--- src/rtl/bcr_pkg.sv ---
package bcr_pkg;

    localparam int OFS_W  = 20;
    localparam int DATA_W = 32;
    localparam int BYTE_W = 8;

    localparam logic [OFS_W-1:0] OFS_ZERO_A  = 20'h00200;
    localparam logic [OFS_W-1:0] OFS_REV     = 20'h00208;
    localparam logic [OFS_W-1:0] OFS_ZERO_B  = 20'h00210;
    localparam logic [OFS_W-1:0] OFS_LED     = 20'h00408;
    localparam logic [OFS_W-1:0] OFS_HEX     = 20'h00410;
    localparam logic [OFS_W-1:0] OFS_CHAR0   = 20'h00418;
    localparam logic [OFS_W-1:0] OFS_RST     = 20'h00500;
    localparam logic [OFS_W-1:0] OFS_BRK     = 20'h00508;
    localparam logic [OFS_W-1:0] OFS_FOREIGN_LO = 20'h00900;
    localparam logic [OFS_W-1:0] OFS_FOREIGN_HI = 20'h009FF;
    localparam logic [OFS_W-1:0] OFS_GPO     = 20'h00A00;
    localparam logic [OFS_W-1:0] OFS_MIRROR  = 20'h00A08;
    localparam logic [OFS_W-1:0] OFS_I2C_IN  = 20'h00B00;
    localparam logic [OFS_W-1:0] OFS_I2C_OE  = 20'h00B08;
    localparam logic [OFS_W-1:0] OFS_I2C_OUT = 20'h00B10;
    localparam logic [OFS_W-1:0] OFS_I2C_SEL = 20'h00B18;

    localparam logic [DATA_W-1:0] RST_MAGIC = 32'h0000_0042;

    typedef enum logic [3:0] {
        RS_NONE,
        RS_FOREIGN,
        RS_ZERO,
        RS_REV,
        RS_LED,
        RS_HEX,
        RS_CHAR,
        RS_RST,
        RS_BRK,
        RS_GPO,
        RS_MIRROR,
        RS_I2C_IN,
        RS_I2C_OE,
        RS_I2C_OUT,
        RS_I2C_SEL
    } reg_sel_e;

    function automatic logic [BYTE_W-1:0] nib_to_ascii(input logic [3:0] n);
        if (n < 4'd10) nib_to_ascii = 8'h30 + {4'd0, n};
        else           nib_to_ascii = 8'h37 + {4'd0, n};
    endfunction

endpackage

--- src/rtl/bcr_decode.sv ---
module bcr_decode
    import bcr_pkg::*;
#(
    parameter int NCHAR = 8,
    localparam int IDX_W = $clog2(NCHAR)
) (
    input  logic [OFS_W-1:0] ofs,
    output reg_sel_e         sel,
    output logic             rd_ok,
    output logic             wr_ok,
    output logic [IDX_W-1:0] char_idx
);
    localparam logic [OFS_W-1:0] CHAR_LAST = OFS_CHAR0 + OFS_W'((NCHAR - 1) * 8);

    logic in_char;

    assign in_char  = (ofs >= OFS_CHAR0) && (ofs <= CHAR_LAST) && (ofs[2:0] == 3'd0);
    assign char_idx = ofs[3 +: IDX_W] - OFS_CHAR0[3 +: IDX_W];

    always_comb begin
        sel = RS_NONE;
        if ((ofs >= OFS_FOREIGN_LO) && (ofs <= OFS_FOREIGN_HI)) begin
            sel = RS_FOREIGN;
        end else if (in_char) begin
            sel = RS_CHAR;
        end else begin
            case (ofs)
                OFS_ZERO_A, OFS_ZERO_B: sel = RS_ZERO;
                OFS_REV:     sel = RS_REV;
                OFS_LED:     sel = RS_LED;
                OFS_HEX:     sel = RS_HEX;
                OFS_RST:     sel = RS_RST;
                OFS_BRK:     sel = RS_BRK;
                OFS_GPO:     sel = RS_GPO;
                OFS_MIRROR:  sel = RS_MIRROR;
                OFS_I2C_IN:  sel = RS_I2C_IN;
                OFS_I2C_OE:  sel = RS_I2C_OE;
                OFS_I2C_OUT: sel = RS_I2C_OUT;
                OFS_I2C_SEL: sel = RS_I2C_SEL;
                default:     sel = RS_NONE;
            endcase
        end
    end

    always_comb begin
        rd_ok = 1'b0;
        wr_ok = 1'b0;
        unique case (sel)
            RS_ZERO, RS_LED, RS_BRK, RS_GPO, RS_I2C_OE, RS_I2C_OUT, RS_I2C_SEL: begin
                rd_ok = 1'b1;
                wr_ok = 1'b1;
            end
            RS_REV, RS_MIRROR, RS_I2C_IN: rd_ok = 1'b1;
            RS_HEX, RS_CHAR, RS_RST:      wr_ok = 1'b1;
            default: begin
                rd_ok = 1'b0;
                wr_ok = 1'b0;
            end
        endcase
    end
endmodule

--- src/rtl/bcr_display.sv ---
module bcr_display
    import bcr_pkg::*;
#(
    parameter int NCHAR = 8,
    localparam int IDX_W = $clog2(NCHAR)
) (
    input  logic                    clk,
    input  logic                    rst_n,
    input  logic                    hex_we,
    input  logic                    chr_we,
    input  logic [IDX_W-1:0]        chr_idx,
    input  logic [DATA_W-1:0]       wdata,
    output logic [NCHAR*BYTE_W-1:0] disp
);
    localparam logic [BYTE_W-1:0] BLANK = 8'h20;

    for (genvar k = 0; k < NCHAR; k++) begin : g_char
        logic [BYTE_W-1:0] ch_q;
        always_ff @(posedge clk) begin
            if (!rst_n) begin
                ch_q <= BLANK;
            end else if (hex_we) begin
                ch_q <= nib_to_ascii(wdata[4*(NCHAR-1-k) +: 4]);
            end else if (chr_we && (chr_idx == IDX_W'(k))) begin
                ch_q <= wdata[BYTE_W-1:0];
            end
        end
        assign disp[k*BYTE_W +: BYTE_W] = ch_q;
    end
endmodule

--- src/rtl/bcr_rstgen.sv ---
module bcr_rstgen (
    input  logic clk,
    input  logic rst_n,
    input  logic fire,
    output logic pulse
);
    typedef enum logic {RG_IDLE, RG_FIRE} rg_state_e;

    rg_state_e state_q, state_d;

    always_ff @(posedge clk) begin
        if (!rst_n) state_q <= RG_IDLE;
        else        state_q <= state_d;
    end

    always_comb begin
        state_d = state_q;
        pulse   = 1'b0;
        unique case (state_q)
            RG_IDLE: if (fire) state_d = RG_FIRE;
            RG_FIRE: begin
                pulse   = 1'b1;
                state_d = fire ? RG_FIRE : RG_IDLE;
            end
            default: state_d = RG_IDLE;
        endcase
    end
endmodule

--- src/rtl/board_ctl_regs.sv ---
module board_ctl_regs
    import bcr_pkg::*;
#(
    parameter bit BIG_END = 1'b0,
    parameter int NCHAR   = 8
) (
    input  logic                    clk,
    input  logic                    rst_n,
    input  logic                    bus_sel,
    input  logic                    bus_wr,
    input  logic [OFS_W-1:0]        bus_ofs,
    input  logic [DATA_W-1:0]       bus_wdata,
    output logic [DATA_W-1:0]       bus_rdata,
    output logic [BYTE_W-1:0]       led_o,
    output logic [BYTE_W-1:0]       brk_o,
    output logic [BYTE_W-1:0]       gpo_o,
    output logic [NCHAR*BYTE_W-1:0] disp_o,
    output logic [1:0]              i2c_oe_o,
    output logic                    i2c_scl_o,
    output logic                    i2c_sda_o,
    input  logic                    i2c_sda_i,
    output logic                    sys_rst_req_o,
    output logic                    bad_addr_o
);
    localparam int IDX_W = $clog2(NCHAR);
    localparam logic [DATA_W-1:0] REV_WORD   = BIG_END ? 32'h12 : 32'h10;
    localparam logic [DATA_W-1:0] I2C_IN_RST = 32'h3;
    localparam logic [DATA_W-1:0] I2C_OUT_RST = 32'h3;
    localparam logic [BYTE_W-1:0] BRK_RST    = 8'h0A;

    reg_sel_e         sel;
    logic             rd_ok, wr_ok;
    logic [IDX_W-1:0] char_idx;
    logic             wr_hit, rd_acc;
    logic [DATA_W-1:0] rd_mux;

    logic [BYTE_W-1:0] led_q, brk_q, gpo_q;
    logic [1:0]        oe_q;
    logic [DATA_W-1:0] out_q;
    logic              isel_q;
    logic [DATA_W-1:0] rd_q;
    logic              bad_q;

    bcr_decode #(.NCHAR(NCHAR)) u_dec (
        .ofs      (bus_ofs),
        .sel      (sel),
        .rd_ok    (rd_ok),
        .wr_ok    (wr_ok),
        .char_idx (char_idx)
    );

    assign wr_hit = bus_sel && bus_wr && wr_ok;
    assign rd_acc = bus_sel && !bus_wr;

    bcr_display #(.NCHAR(NCHAR)) u_disp (
        .clk     (clk),
        .rst_n   (rst_n),
        .hex_we  (wr_hit && (sel == RS_HEX)),
        .chr_we  (wr_hit && (sel == RS_CHAR)),
        .chr_idx (char_idx),
        .wdata   (bus_wdata),
        .disp    (disp_o)
    );

    bcr_rstgen u_rst (
        .clk   (clk),
        .rst_n (rst_n),
        .fire  (wr_hit && (sel == RS_RST) && (bus_wdata == RST_MAGIC)),
        .pulse (sys_rst_req_o)
    );

    always_ff @(posedge clk) begin
        if (!rst_n) begin
            led_q  <= '0;
            brk_q  <= BRK_RST;
            gpo_q  <= '0;
            oe_q   <= '0;
            out_q  <= I2C_OUT_RST;
            isel_q <= 1'b1;
        end else if (wr_hit) begin
            case (sel)
                RS_LED:     led_q  <= bus_wdata[BYTE_W-1:0];
                RS_BRK:     brk_q  <= bus_wdata[BYTE_W-1:0];
                RS_GPO:     gpo_q  <= bus_wdata[BYTE_W-1:0];
                RS_I2C_OE:  oe_q   <= bus_wdata[1:0];
                RS_I2C_OUT: out_q  <= bus_wdata;
                RS_I2C_SEL: isel_q <= bus_wdata[0];
                default: ;
            endcase
        end
    end

    always_comb begin
        rd_mux = '0;
        case (sel)
            RS_REV:     rd_mux = REV_WORD;
            RS_LED:     rd_mux = {{(DATA_W-BYTE_W){1'b0}}, led_q};
            RS_BRK:     rd_mux = {{(DATA_W-BYTE_W){1'b0}}, brk_q};
            RS_GPO:     rd_mux = {{(DATA_W-BYTE_W){1'b0}}, gpo_q};
            RS_MIRROR:  rd_mux = isel_q ? out_q : '0;
            RS_I2C_IN:  rd_mux = {I2C_IN_RST[DATA_W-1:1], i2c_sda_i};
            RS_I2C_OE:  rd_mux = {{(DATA_W-2){1'b0}}, oe_q};
            RS_I2C_OUT: rd_mux = out_q;
            RS_I2C_SEL: rd_mux = {{(DATA_W-1){1'b0}}, isel_q};
            default:    rd_mux = '0;
        endcase
    end

    always_ff @(posedge clk) begin
        if (!rst_n) begin
            rd_q  <= '0;
            bad_q <= 1'b0;
        end else begin
            if (rd_acc) rd_q <= rd_ok ? rd_mux : '0;
            bad_q <= bus_sel && (sel != RS_FOREIGN) && (bus_wr ? !wr_ok : !rd_ok);
        end
    end

    assign bus_rdata  = rd_q;
    assign bad_addr_o = bad_q;
    assign led_o      = led_q;
    assign brk_o      = brk_q;
    assign gpo_o      = gpo_q;
    assign i2c_oe_o   = oe_q;
    assign i2c_scl_o  = out_q[1];
    assign i2c_sda_o  = out_q[0];
endmodule

--- config.mk ---
export PLATFORM = sky130hd
export DESIGN_NAME = board_ctl_regs
export DESIGN_NICKNAME = d
export VERILOG_FILES = /design/src/rtl/bcr_pkg.sv /design/src/rtl/bcr_decode.sv /design/src/rtl/bcr_display.sv /design/src/rtl/bcr_rstgen.sv /design/src/rtl/board_ctl_regs.sv
export SDC_FILE = /design/constraint.sdc
export NUM_CORES = 1
export LEC_CHECK = 0
export BUFFER_PORTS_ARGS = -buffer_cell sky130_fd_sc_hd__buf_4
export CAP_MARGIN = 20
export CORE_UTILIZATION = 58
export CTS_CLUSTER_SIZE = 14
export DETAILED_ROUTE_END_ITERATION = 7
export GPL_ROUTABILITY_DRIVEN = 0
export PLACE_DENSITY_LB_ADDON = 0.08
export SLEW_MARGIN = 20
export SYNTH_ARGS = -nofsm -noshare
export SYNTH_HDL_FRONTEND = slang
export SYNTH_SLANG_ARGS = --single-unit
--- constraint.sdc ---
create_clock -name clk -period 4.1 [get_ports clk]
set_clock_uncertainty 0.15 [all_clocks]
set_input_delay 0.205 -clock clk [delete_from_list [all_inputs] [get_ports clk]]
set_output_delay 0.205 -clock clk [all_outputs]
set_load 0.02 [all_outputs]
Word-level counts from Yosys, hierarchy flattened
Cells that the tools add are included.
- reduce and logical (&&, ||, !) cells: 42
- eq/ne operators: 35
- mux-type cells: 35
- add/subtract/negate cells: 17
- magnitude comparators: 12
- operators by type and width (kind ; number):
    $pmux W32 S9 ; 1
    $mux W8 ; 24
    $eq A20 B12 Y1 const B ; 6
    $add A6 B4 Y7 const A ; 16
    $eq A20 B11 Y1 const B ; 4
    $mux W32 ; 2
    $eq A20 B10 Y1 const B ; 3
    $pmux W4 S12 ; 1
    $eq A32 B7 Y1 const B ; 1
    $lt A4 B4 Y1 const B ; 8
    $eq A4 B4 Y1 const B ; 7
    $ge A20 B11 Y1 const B ; 1
    $ge A20 B12 Y1 const B ; 1
    $le A20 B11 Y1 const B ; 1
    $le A20 B12 Y1 const B ; 1
    $logic_and A1 B1 Y1 ; 20
    $reduce_or A10 Y1 ; 2
    $eq A4 B3 Y1 const B ; 4
    $reduce_bool A2 Y1 ; 8
    $eq A3 B3 Y1 const B ; 4
    $reduce_and A2 Y1 ; 6
    $eq A4 B2 Y1 const B ; 2
    $mux W4 ; 2
    $eq A3 B2 Y1 const B ; 2
    other kinds (7) ; 14
- flip-flop bits (word level): 157
- input bits: 57
- output and inout port bits: 126
- logic and storage cells: 158

Depth between registers and ports, before layout
Gate-level depths: netlist of the first run.
- word-level depth: 13
- mapped depth: 11
- depth with buffers taken out: 7

Modules after synthesis
From an unflattened synthesis of the first run, not the netlist that was laid out.
- cells, all modules: 872
- area, all modules: 7547.2 um2
- by module, submodules not included (module ; seq. area each (um2) ; instances ; cells an instance ; area an instance (um2)):
    board_ctl_regs ; 1841.8 ; 1 ; 409 ; 3701.0
    bcr_display ; 1281.2 ; 1 ; 398 ; 3400.8
    bcr_decode ; 0.0 ; 1 ; 63 ; 419.2
    bcr_rstgen ; 20.0 ; 1 ; 2 ; 26.3

Least setup slack after synthesis of the first run
OpenSTA, ideal clock, no wires.
- path kind: input-to-reg
- start point: in bus_ofs[11]
- end point: reg rd_q[2] (netlist: bus_rdata[2])
- library setup time: 138 ps
- path buffers: 1
- data arrival time: 2310 ps
- slack: 1502 ps
- stages on the path: 8
- data required time: 3812 ps
- cell sequence: or4b_1 buf_2 maj3_1 a221oi_1 a211oi_1 a41o_1 o21ai_1 a211oi_1
- cells in the longest elaborated chain, start to end: 9
- elaborated cells on any way between the ends: 38
- classes of those cells: order compare (4); eq/ne (23); mux (6); reduce/logical (5)
- ends and longest elaborated chain (what ; RTL line ; RTL):
    start: declaration ; board_ctl_regs.sv:11 ; input logic [OFS_W-1:0] bus_ofs,
    $ge A20 B11 Y1 (tied with other cells) ; bcr_decode.sv:17 ; assign in_char = (ofs >= OFS_CHAR0) && (ofs <= CHAR_LAST) && (ofs[2:0] == 3'd0);
    $logic_and A1 B1 Y1 or $reduce_or A2 Y1 (tied branches) ; bcr_decode.sv:17, bcr_decode.sv:27 ;
    $logic_and A1 B1 Y1 or $pmux W4 S12 (tied branches) ; bcr_decode.sv:17, bcr_decode.sv:27 ;
    $mux W4 ; bcr_decode.sv:24 ; end else if (in_char) begin
    $mux W4 (*) ; bcr_decode.sv:22 ; if ((ofs >= OFS_FOREIGN_LO) && (ofs <= OFS_FOREIGN_HI)) begin
    $eq A4 B2 Y1 (tied with other cells) ; bcr_decode.sv:48, board_ctl_regs.sv:95 ;
    $reduce_or A10 Y1 (no source line) ; n/a ;
    $mux W1 ; bcr_decode.sv:48 ; unique case (sel)
    $mux W32 (*) ; board_ctl_regs.sv:114 ; if (rd_acc) rd_q <= rd_ok ? rd_mux : '0;
    end signal: assignment ; board_ctl_regs.sv:114 ;
    end: declaration ; board_ctl_regs.sv:41 ; logic [DATA_W-1:0] rd_q;
Every way passes the cells marked *; elsewhere a longest branch is shown, timed or not.
A chain may end at the register's enable or synchronous reset.

Final worst setup path of the first run
- start point: in bus_ofs[2]
- end point: reg u_disp.g_char[1].ch_q[6]
- cells in the longest elaborated chain, start to end: 12
- elaborated cells on any way between the ends: 43
- classes of those cells: order compare (4); eq/ne (23); mux (5); reduce/logical (11)
- ends and longest elaborated chain (what ; RTL line ; RTL):
    $ge A20 B11 Y1 (tied with other cells) ; bcr_decode.sv:17 ;
    $logic_and A1 B1 Y1 or $reduce_or A2 Y1 (tied branches) ; bcr_decode.sv:17, bcr_decode.sv:27 ;
    $logic_and A1 B1 Y1 or $pmux W4 S12 (tied branches) ; bcr_decode.sv:17, bcr_decode.sv:27 ;
    $mux W4 ; bcr_decode.sv:24 ;
    $mux W4 (*) ; bcr_decode.sv:22 ;
    $eq A4 B3 Y1 (tied with other cells) ; bcr_decode.sv:48, board_ctl_regs.sv:58 ;
    $reduce_or A10 Y1 (no source line) ; n/a ;
    $mux W1 ; bcr_decode.sv:48 ;
    $logic_and A1 B1 Y1 ; board_ctl_regs.sv:52 ; assign wr_hit = bus_sel && bus_wr && wr_ok;
    $logic_and A1 B1 Y1 ; board_ctl_regs.sv:59 ; .chr_we (wr_hit && (sel == RS_CHAR)),
    $logic_and A1 B1 Y1 ; bcr_display.sv:24 ; end else if (chr_we && (chr_idx == IDX_W'(k))) begin
    $reduce_bool A2 Y1 (no source line) ; n/a ;
    end signal: assignment ; bcr_display.sv:23 ; ch_q <= nib_to_ascii(wdata[4*(NCHAR-1-k) +: 4]);
    end signal: assignment ; bcr_display.sv:25 ; ch_q <= wdata[BYTE_W-1:0];
    end: declaration ; bcr_display.sv:18 ; logic [BYTE_W-1:0] ch_q;
Marks and branches as above.

==> parameters.txt, run 1 <==
Parameter                              Value

Synth
  Syn nets ... 989
  Commonest register cell after synthesis ... sky130_fd_sc_hd__dfxtp_1
  Combined area of all synthesized cells ... 0.00757 mm²
  Fraction of registers with async set/reset ... 0%
  Number of cells produced by synthesis ... 916
  Synth cell types ... 76
  Dominant cell type by area after synthesis ... sky130_fd_sc_hd__dfxtp_1
  Most common cell in the synthesized netlist ... sky130_fd_sc_hd__dfxtp_1
  Area fraction of the dominant cell type after synthesis ... 41.5%
  Post-synthesis sequential element count ... 157
  Post-Synthesis Mean Instance Area ... 8.27 µm²
  Top cells by area in the synthesized netlist ... sky130_fd_sc_hd__dfxtp_1, sky130_fd_sc_hd__a21oi_1, sky130_fd_sc_hd__nand2_1
  Synth warnings ... 0
  Post-synthesis sequential area ratio ... 41.5%
  Number of synthesized flops with an enable pin ... 0
  Top cells by instance count after synthesis ... sky130_fd_sc_hd__dfxtp_1, sky130_fd_sc_hd__nand2_1, sky130_fd_sc_hd__a21oi_1, sky130_fd_sc_hd__clkbuf_1, sky130_fd_sc_hd__o21ai_0

Cells and area
  Number of fill cells in the layout ... 942
  Antenna diodes ... 0
  Ratio of cells with drive above 1 in the final layout ... 22.4%
  Layout Utilization ... 77.6%
  Nets ... 1166
  Synth-to-layout area growth ... 29.9%

Timing
  Final count of hold timing violations ... 0
  Setup-violating endpoint count in the final report ... 0
  Worst-case headroom to the max-slew limit ... 35.5%
  Actual transition at the worst max-transition pin ... 968 ps
  Fmax ... 340 MHz
  RSZ-0062 raised after global routing ... false
  Setup TNS ... 0 ps
  Period minus WS final ... 2940 ps
  Final max-slew violation count ... 0
  Final period util ... 71.8%

Clock network
  CTS HTree Levels ... 4
  CTS buffer count ... 17
  Clk Tree Root Cell ... sky130_fd_sc_hd__clkbuf_16
  Clock net sink count ... 157
  Resized cells post-CTS ... 0
  Clock transition at the register clock pins on the worst setup and hold paths after CTS ... 60 ps
  Insertion delay of the later-clocked pin in the worst-skew pair ... 420 ps
  Maximum root-to-sink buffer count ... 2
  Clock tree from TritonCTS ... built

Power and ir drop
  Maximum resistive drop on vdd ... 0.255 mV
  Reported leakage power ... 0.00416 µW
  Power density normalized to cell area ... 330 mW/mm²

Critical path
  Cell type of the slowest stage on the worst timing path ... sky130_fd_sc_hd__nor4_1
  Arrival time worst endpoint ... 3060 ps
  Sort of element at the end of the critical path ... flip-flop
  Total buffers and inverters traversed by the critical path ... 1
  Critical Path Start Type ... input port
  R2r startpoint ... isel_q$_SDFFE_PN1P_
  Largest stage delay on the critical path ... 590 ps
  First element of the critical path ... bus_ofs[2]
  CP required ... 4220 ps
  Type of the setup path with the least slack ... input port to flip-flop
  Cell-by-cell trace of the critical path ... buf_4 > nor4_1 > nand4_1 > or3_1 > nor2_1 > o21ai_0 > nand2_1 > a21oi_1
  CP top delay family ... simple AND/OR/NAND/NOR gates
  Maximum net fanout on the critical path ... 9

Route
  DR iter-0 viols ... 849
  Average wire length per cell after detail routing ... 18.5 µm
  Wirelength, routed ... 23.6 mm
  Vias after detailed routing ... 7763
  First-pass iteration count of the detailed router ... 5
  DR DRC count ... 0
  Detail Route Antenna Nets ... 0
  Post-DR vias/cell ... 6.07

Floorplan
  Die Wd ... 116 µm
  Number of cell rows ... 41
  Die ar. ... 0.0135 mm²
  Number of placed I/O pins ... 183
  Die Ht ... 116 µm
  Initial cell density of the core ... 59.8%
  Core area ... 0.0127 mm²

Placement
  Number of buffer cells added on primary ports ... 182
  Sum of net half-perimeters after detailed placement ... 15.9 mm

Worst hold path
  Worst hold start ... bus_wdata[3]
  Hold WC Path Type ... input port to flip-flop

Global routing
  Grt ovf ... 0
  Pin count of the biggest net entering global routing ... 83
  Global routing usage summed across all routing layers ... 35.4%
  First-pass GRT wire length ... 36.6 mm
  Via count of the first global-routing pass ... 7167
  Number of antenna violations at the first check in global routing ... 0

Run status
  Result of the run ... finished clean

Job
  Number of violations of the max-capacitance limit ... 0
layout by cell type (no fill, tap or decap), types with 20 or more instances in the layout:
master	netlist	final
sky130_fd_sc_hd__a22o_1	24	24
sky130_fd_sc_hd__mux2i_1	44	44
sky130_fd_sc_hd__nand2_1	154	154
sky130_fd_sc_hd__nand3_1	20	20
sky130_fd_sc_hd__nor2_1	45	44
sky130_fd_sc_hd__dfxtp_1	157	157
sky130_fd_sc_hd__o21ai_0	49	49
sky130_fd_sc_hd__a21oi_1	122	122
sky130_fd_sc_hd__buf_4	2	195
sky130_fd_sc_hd__dlygate4sd3_1	0	30
where the power goes:
| part | total [µW] | internal [µW] | switching, µW |
|---|---|---|---|
| sequential | 1530 | 1530 | 0.156 |
| combinational | 257 | 99.1 | 158 |
| clock | 1470 | 816 | 650 |
worst reg2reg max path, cell delays in order (launching register included):
cell and delay [ps]:
sky130_fd_sc_hd__dfxtp_1 380, sky130_fd_sc_hd__o31ai_1 120, sky130_fd_sc_hd__o31ai_2 270, sky130_fd_sc_hd__and2_1 200, sky130_fd_sc_hd__buf_4 290, sky130_fd_sc_hd__a22o_1 200
per-stage QoR:
stage | hold WS (ps) | power (µW) | cell area (µm²) | setup slack (ps) | cells
after floorplan | 153 | 1680 | 7570 | 1500 | 916
after global placement | 288 | 1780 | 8990 | 872 | 1216
after detailed placement | 293 | 1790 | 8990 | 801 | 1216
after CTS | 3.20 | 3230 | 9830 | 1190 | 1278
after global routing | 13.1 | 3320 | 9830 | 991 | 1278
final | 16.1 | 3250 | 9830 | 1160 | 1278
registers in the layout, indices dropped and copies added (netlist names):
| register | cells |
|---|---|
| i2c_oe_o | 2 |
| bus_rdata | 32 |
| bad_addr_o | 1 |
| out_q | 32 |
| gpo_o | 8 |
| u_disp.g_char.ch_q | 64 |
| isel_q | 1 |
| led_o | 8 |
| brk_o | 8 |
| u_rst.state_q | 1 |
area by class of cell:
class	instances	area (µm²)	share of cell area [%]
multi-input combinational	672	4090	41.6
sequential	157	3140	32.0
timing repair buffer	225	1760	17.9
clock buffer	22	464	4.72
tap	172	215	2.19
clock inverter	10	80.1	0.814
inverter	20	75.1	0.763
kinds of logic (layout without fill, tap and decap cells):
logic type,after synthesis,count (layout),share of synthesized area [%]
XOR/XNOR,10,10,1.16
AND/OR/NAND/NOR,322,322,20.7
adder cells (fa/ha/maj),17,17,2.78
multiplexers,47,47,6.26
buffers and inverters,87,277,4.58
AO/OA/AOI/OAI,276,276,23.0
flip-flops,157,157,41.5
path summary, 6_finish.rpt:
path         cells past startpoint  slack [ps]                                    end
max                              8        1160  u_disp.g_char[1].ch_q[6]$_SDFFE_PN0P_
max reg2reg                      5        2430             bus_rdata[18]$_SDFFE_PN0P_
min                              3          20                  out_q[3]$_SDFFE_PN0P_
min reg2reg                      2         300                 out_q[20]$_SDFFE_PN0P_
repair_timing:
action,CTS,global route
hold buffers,30,0
setup buffers,0,0
hold endpoints to repair,36,0
layer usage:
metal | track usage (%) | vias to the layer above | wire, µm
met1 | 43.6 | 3645 | 9560
met3 | 7.16 | 65 | 1760
met4 | 15.1 | 0 | 788
met5 | 0 | - | 0
met2 | 59.9 | 400 | 11500
li1 | - | 3653 | -
Note: power is estimated with default switching activity, not from simulation.
==> run 2, diff against run 1 <==
--- a/config.mk
+++ b/config.mk
@@ -7,7 +7,7 @@
 export LEC_CHECK = 0
 export BUFFER_PORTS_ARGS = -buffer_cell sky130_fd_sc_hd__buf_4
 export CAP_MARGIN = 20
-export CORE_UTILIZATION = 58
+export CORE_UTILIZATION = 54
 export CTS_CLUSTER_SIZE = 14
 export DETAILED_ROUTE_END_ITERATION = 7
 export GPL_ROUTABILITY_DRIVEN = 0
==> constraint.sdc (replaced) <==
create_clock -name clk -period 3.01 [get_ports clk]
set_clock_uncertainty 0.15 [all_clocks]
set_input_delay 0.1505 -clock clk [delete_from_list [all_inputs] [get_ports clk]]
set_output_delay 0.1505 -clock clk [all_outputs]
set_load 0.02 [all_outputs]
==> run 2 against run 1 <==
Sequential share of layout area decreased by 0.77 points. Clock-buffer cell count down 4. Sequential cell count did not move. Critical endpoint is now u_disp.g_char[0].ch_q[5]$_SDFFE_PN1P_. Via count up 1.6%. First-iteration DRC count grew 9.8%. Critical path depth is the same. Largest power group is now clock. Die area grew 7.3%. Core utilization fell by 2.7 points. Clock power increased by 48%. Final area is 2.5% higher. Routed wire length grew 4.7%. Non-clock buffer count increased by 20.
==> parameters.txt, run 2 (same netlist as run 1, synthesis figures left out) <==
Parameter                              Value

Run status
  Result of the run ... finished clean

Power and ir drop
  Reported leakage power ... 0.00430 µW
  Maximum resistive drop on vdd ... 0.372 mV
  Switching power of the nets ... 1140 µW
  Power density normalized to cell area ... 458 mW/mm²
  Clock share of power ... 47.1%
  Portion of total power attributed to sequential cells ... 45.0%
  Share of total power consumed by net switching ... 24.7%
  Comb pwr share ... 7.9%
  Total power ... 4620 µW
  Internal power ... 3480 µW

Clock network
  CTS buffer count ... 17
  Maximum root-to-sink buffer count ... 2
  Buffers inserted by post-CTS timing repair ... 0
  Clock net sink count ... 157
  Clock tree from TritonCTS ... built
  Clock transition at the register clock pins on the worst setup and hold paths after CTS ... 70 ps
  Resized cells post-CTS ... 0
  Insertion delay of the later-clocked pin in the worst-skew pair ... 420 ps
  CTS HTree Levels ... 4
  Clk Tree Root Cell ... sky130_fd_sc_hd__clkbuf_16

Cells and area
  Highest-count cells in the layout ignoring fill and taps ... sky130_fd_sc_hd__buf_4, sky130_fd_sc_hd__dfxtp_1, sky130_fd_sc_hd__nand2_1
  Synth-to-layout area growth ... 33.1%
  Ratio of cells with drive above 1 in the final layout ... 23.7%
  Register ranked first by flip-flop count ... u_disp.g_char.ch_q
  Antenna diodes ... 0
  Leading cell type in the layout, fill and taps excluded ... sky130_fd_sc_hd__buf_4
  Max FFs per register ... 64
  Number of fill cells in the layout ... 1082
  Nets ... 1186
  Layout Utilization ... 74.9%

Route
  Vias after detailed routing ... 7885
  First-pass iteration count of the detailed router ... 5
  Detail Route Antenna Nets ... 0
  Post-DR vias/cell ... 6.06
  Wirelength, routed ... 24.7 mm
  DR iter-0 viols ... 932
  Average wire length per cell after detail routing ... 19.0 µm
  DR DRC count ... 0

Critical path
  Largest stage delay on the critical path ... 490 ps
  Cell type of the slowest stage on the worst timing path ... sky130_fd_sc_hd__nor3b_2
  CP top delay family ... simple AND/OR/NAND/NOR gates
  CP required ... 3140 ps
  Total buffers and inverters traversed by the critical path ... 1
  Maximum net fanout on the critical path ... 15
  Worst reg-to-reg setup slack ... 1480 ps
  Cell-by-cell trace of the critical path ... buf_4 > or3b_1 > a211o_1 > a2111oi_4 > nor3b_2 > nand3_2 > mux2i_1 > a21oi_1
  Sort of element at the end of the critical path ... flip-flop
  Arrival time worst endpoint ... 2670 ps
  Type of the setup path with the least slack ... input port to flip-flop
  Critical Path Start Type ... input port

Global routing
  Number of antenna violations at the first check in global routing ... 0
  Pin count of the biggest net entering global routing ... 83
  Global routing usage summed across all routing layers ... 34.2%
  Via count of the first global-routing pass ... 7211
  Grt ovf ... 0
  First-pass GRT wire length ... 38.3 mm

Timing
  Worst-case headroom to the max-slew limit ... 47.3%
  Final period util ... 84.6%
  Final count of hold timing violations ... 0
  Setup ws final ... 462 ps
  Period minus WS final ... 2550 ps
  Setup TNS ... 0 ps
  RSZ-0062 raised after global routing ... false
  Actual transition at the worst max-transition pin ... 788 ps
  Final max-slew violation count ... 0
  Setup-violating endpoint count in the final report ... 0
  Fmax ... 392 MHz

Floorplan
  Initial cell density of the core ... 56.3%
  Die Wd ... 120 µm
  Number of placed I/O pins ... 183
  Die Ht ... 120 µm
  Number of cell rows ... 42
  Die ar. ... 0.0145 mm²
  Core area ... 0.0135 mm²

Placement
  Dpl ws ... 92.5 ps
  Sum of net half-perimeters after detailed placement ... 16.7 mm
  Number of buffer cells added on primary ports ... 182

Worst hold path
  Hold WC Path Type ... input port to flip-flop

Job
  Number of violations of the max-capacitance limit ... 0
==> run 2: cell types whose count changed in the layout (fill, tap and decap cells not counted), moves of 2 or more <==
cell	delta
sky130_fd_sc_hd__bufinv_16	+2
sky130_fd_sc_hd__clkinv_2	+2
sky130_fd_sc_hd__buf_12	+2
sky130_fd_sc_hd__inv_6	-2
sky130_fd_sc_hd__dlygate4sd3_1	+3
sky130_fd_sc_hd__buf_4	+15
sky130_fd_sc_hd__clkbuf_1	-3
==> run 2: area by class of cell <==
cell class              instances  area, µm²  share of cell area, %
multi-input cells             672       4090                   40.6
inverters                      20       75.1                  0.745
clock inverters                14        161                   1.60
well taps                     176        220                   2.19
flip-flops and latches        157       3140                   31.2
repair buffers                245       1950                   19.3
clock buffers                  18        439                   4.36
==> run 2: worst reg2reg max path, cell delays in order (launching register included) <==
cell                      delay, ps
sky130_fd_sc_hd__dfxtp_1        370
sky130_fd_sc_hd__o31ai_1        110
sky130_fd_sc_hd__o31ai_2        280
sky130_fd_sc_hd__and2_1         230
sky130_fd_sc_hd__buf_12         180
sky130_fd_sc_hd__a22o_1         160
==> run 2: layer usage <==
metal | part of all wire [%] | wire length [µm] | track usage [%]
met5 | 0 | 0 | 0
met4 | 2.8 | 704 | 14.0
met3 | 7.8 | 1930 | 5.61
met2 | 48 | 11800 | 56.4
met1 | 41 | 10300 | 44.4
==> run 2: final timing paths <==
kind,from,to,cells after the start
max,bus_ofs[4],u_disp.g_char[0].ch_q[5]$_SDFFE_PN1P_,8
min,bus_ofs[5],u_disp.g_char[5].ch_q[7]$_SDFFE_PN0P_,4
max reg2reg,isel_q$_SDFFE_PN1P_,bus_rdata[28]$_SDFFE_PN0P_,5
min reg2reg,out_q[22]$_SDFFE_PN0P_,out_q[22]$_SDFFE_PN0P_,2
==> run 2: power by group through the flow <==
stage	Sequential (µW)	Clock (µW)	Combinational (µW)
after floorplan	2130	0	166
after global placement	2120	0	315
after detailed placement	2120	0	318
after CTS	2080	2180	354
after global routing	2080	2280	390
final	2080	2180	364
==> run 2: timing repair <==
action | in CTS | in global routing
setup endpoints to repair | 0 | 0
hold buffers | 33 | 0
endpoints found under the hold margin | 70 | 0
==> run 2: metrics by stage <==
step                std cells  hold WS, ps  area [µm²]
floorplan                 916         98.4        7570
global placement         1237          232        9150
detailed placement       1237          236        9150
CTS                      1302         9.15       10100
global route             1302         32.2       10100
finish                   1302         25.8       10100
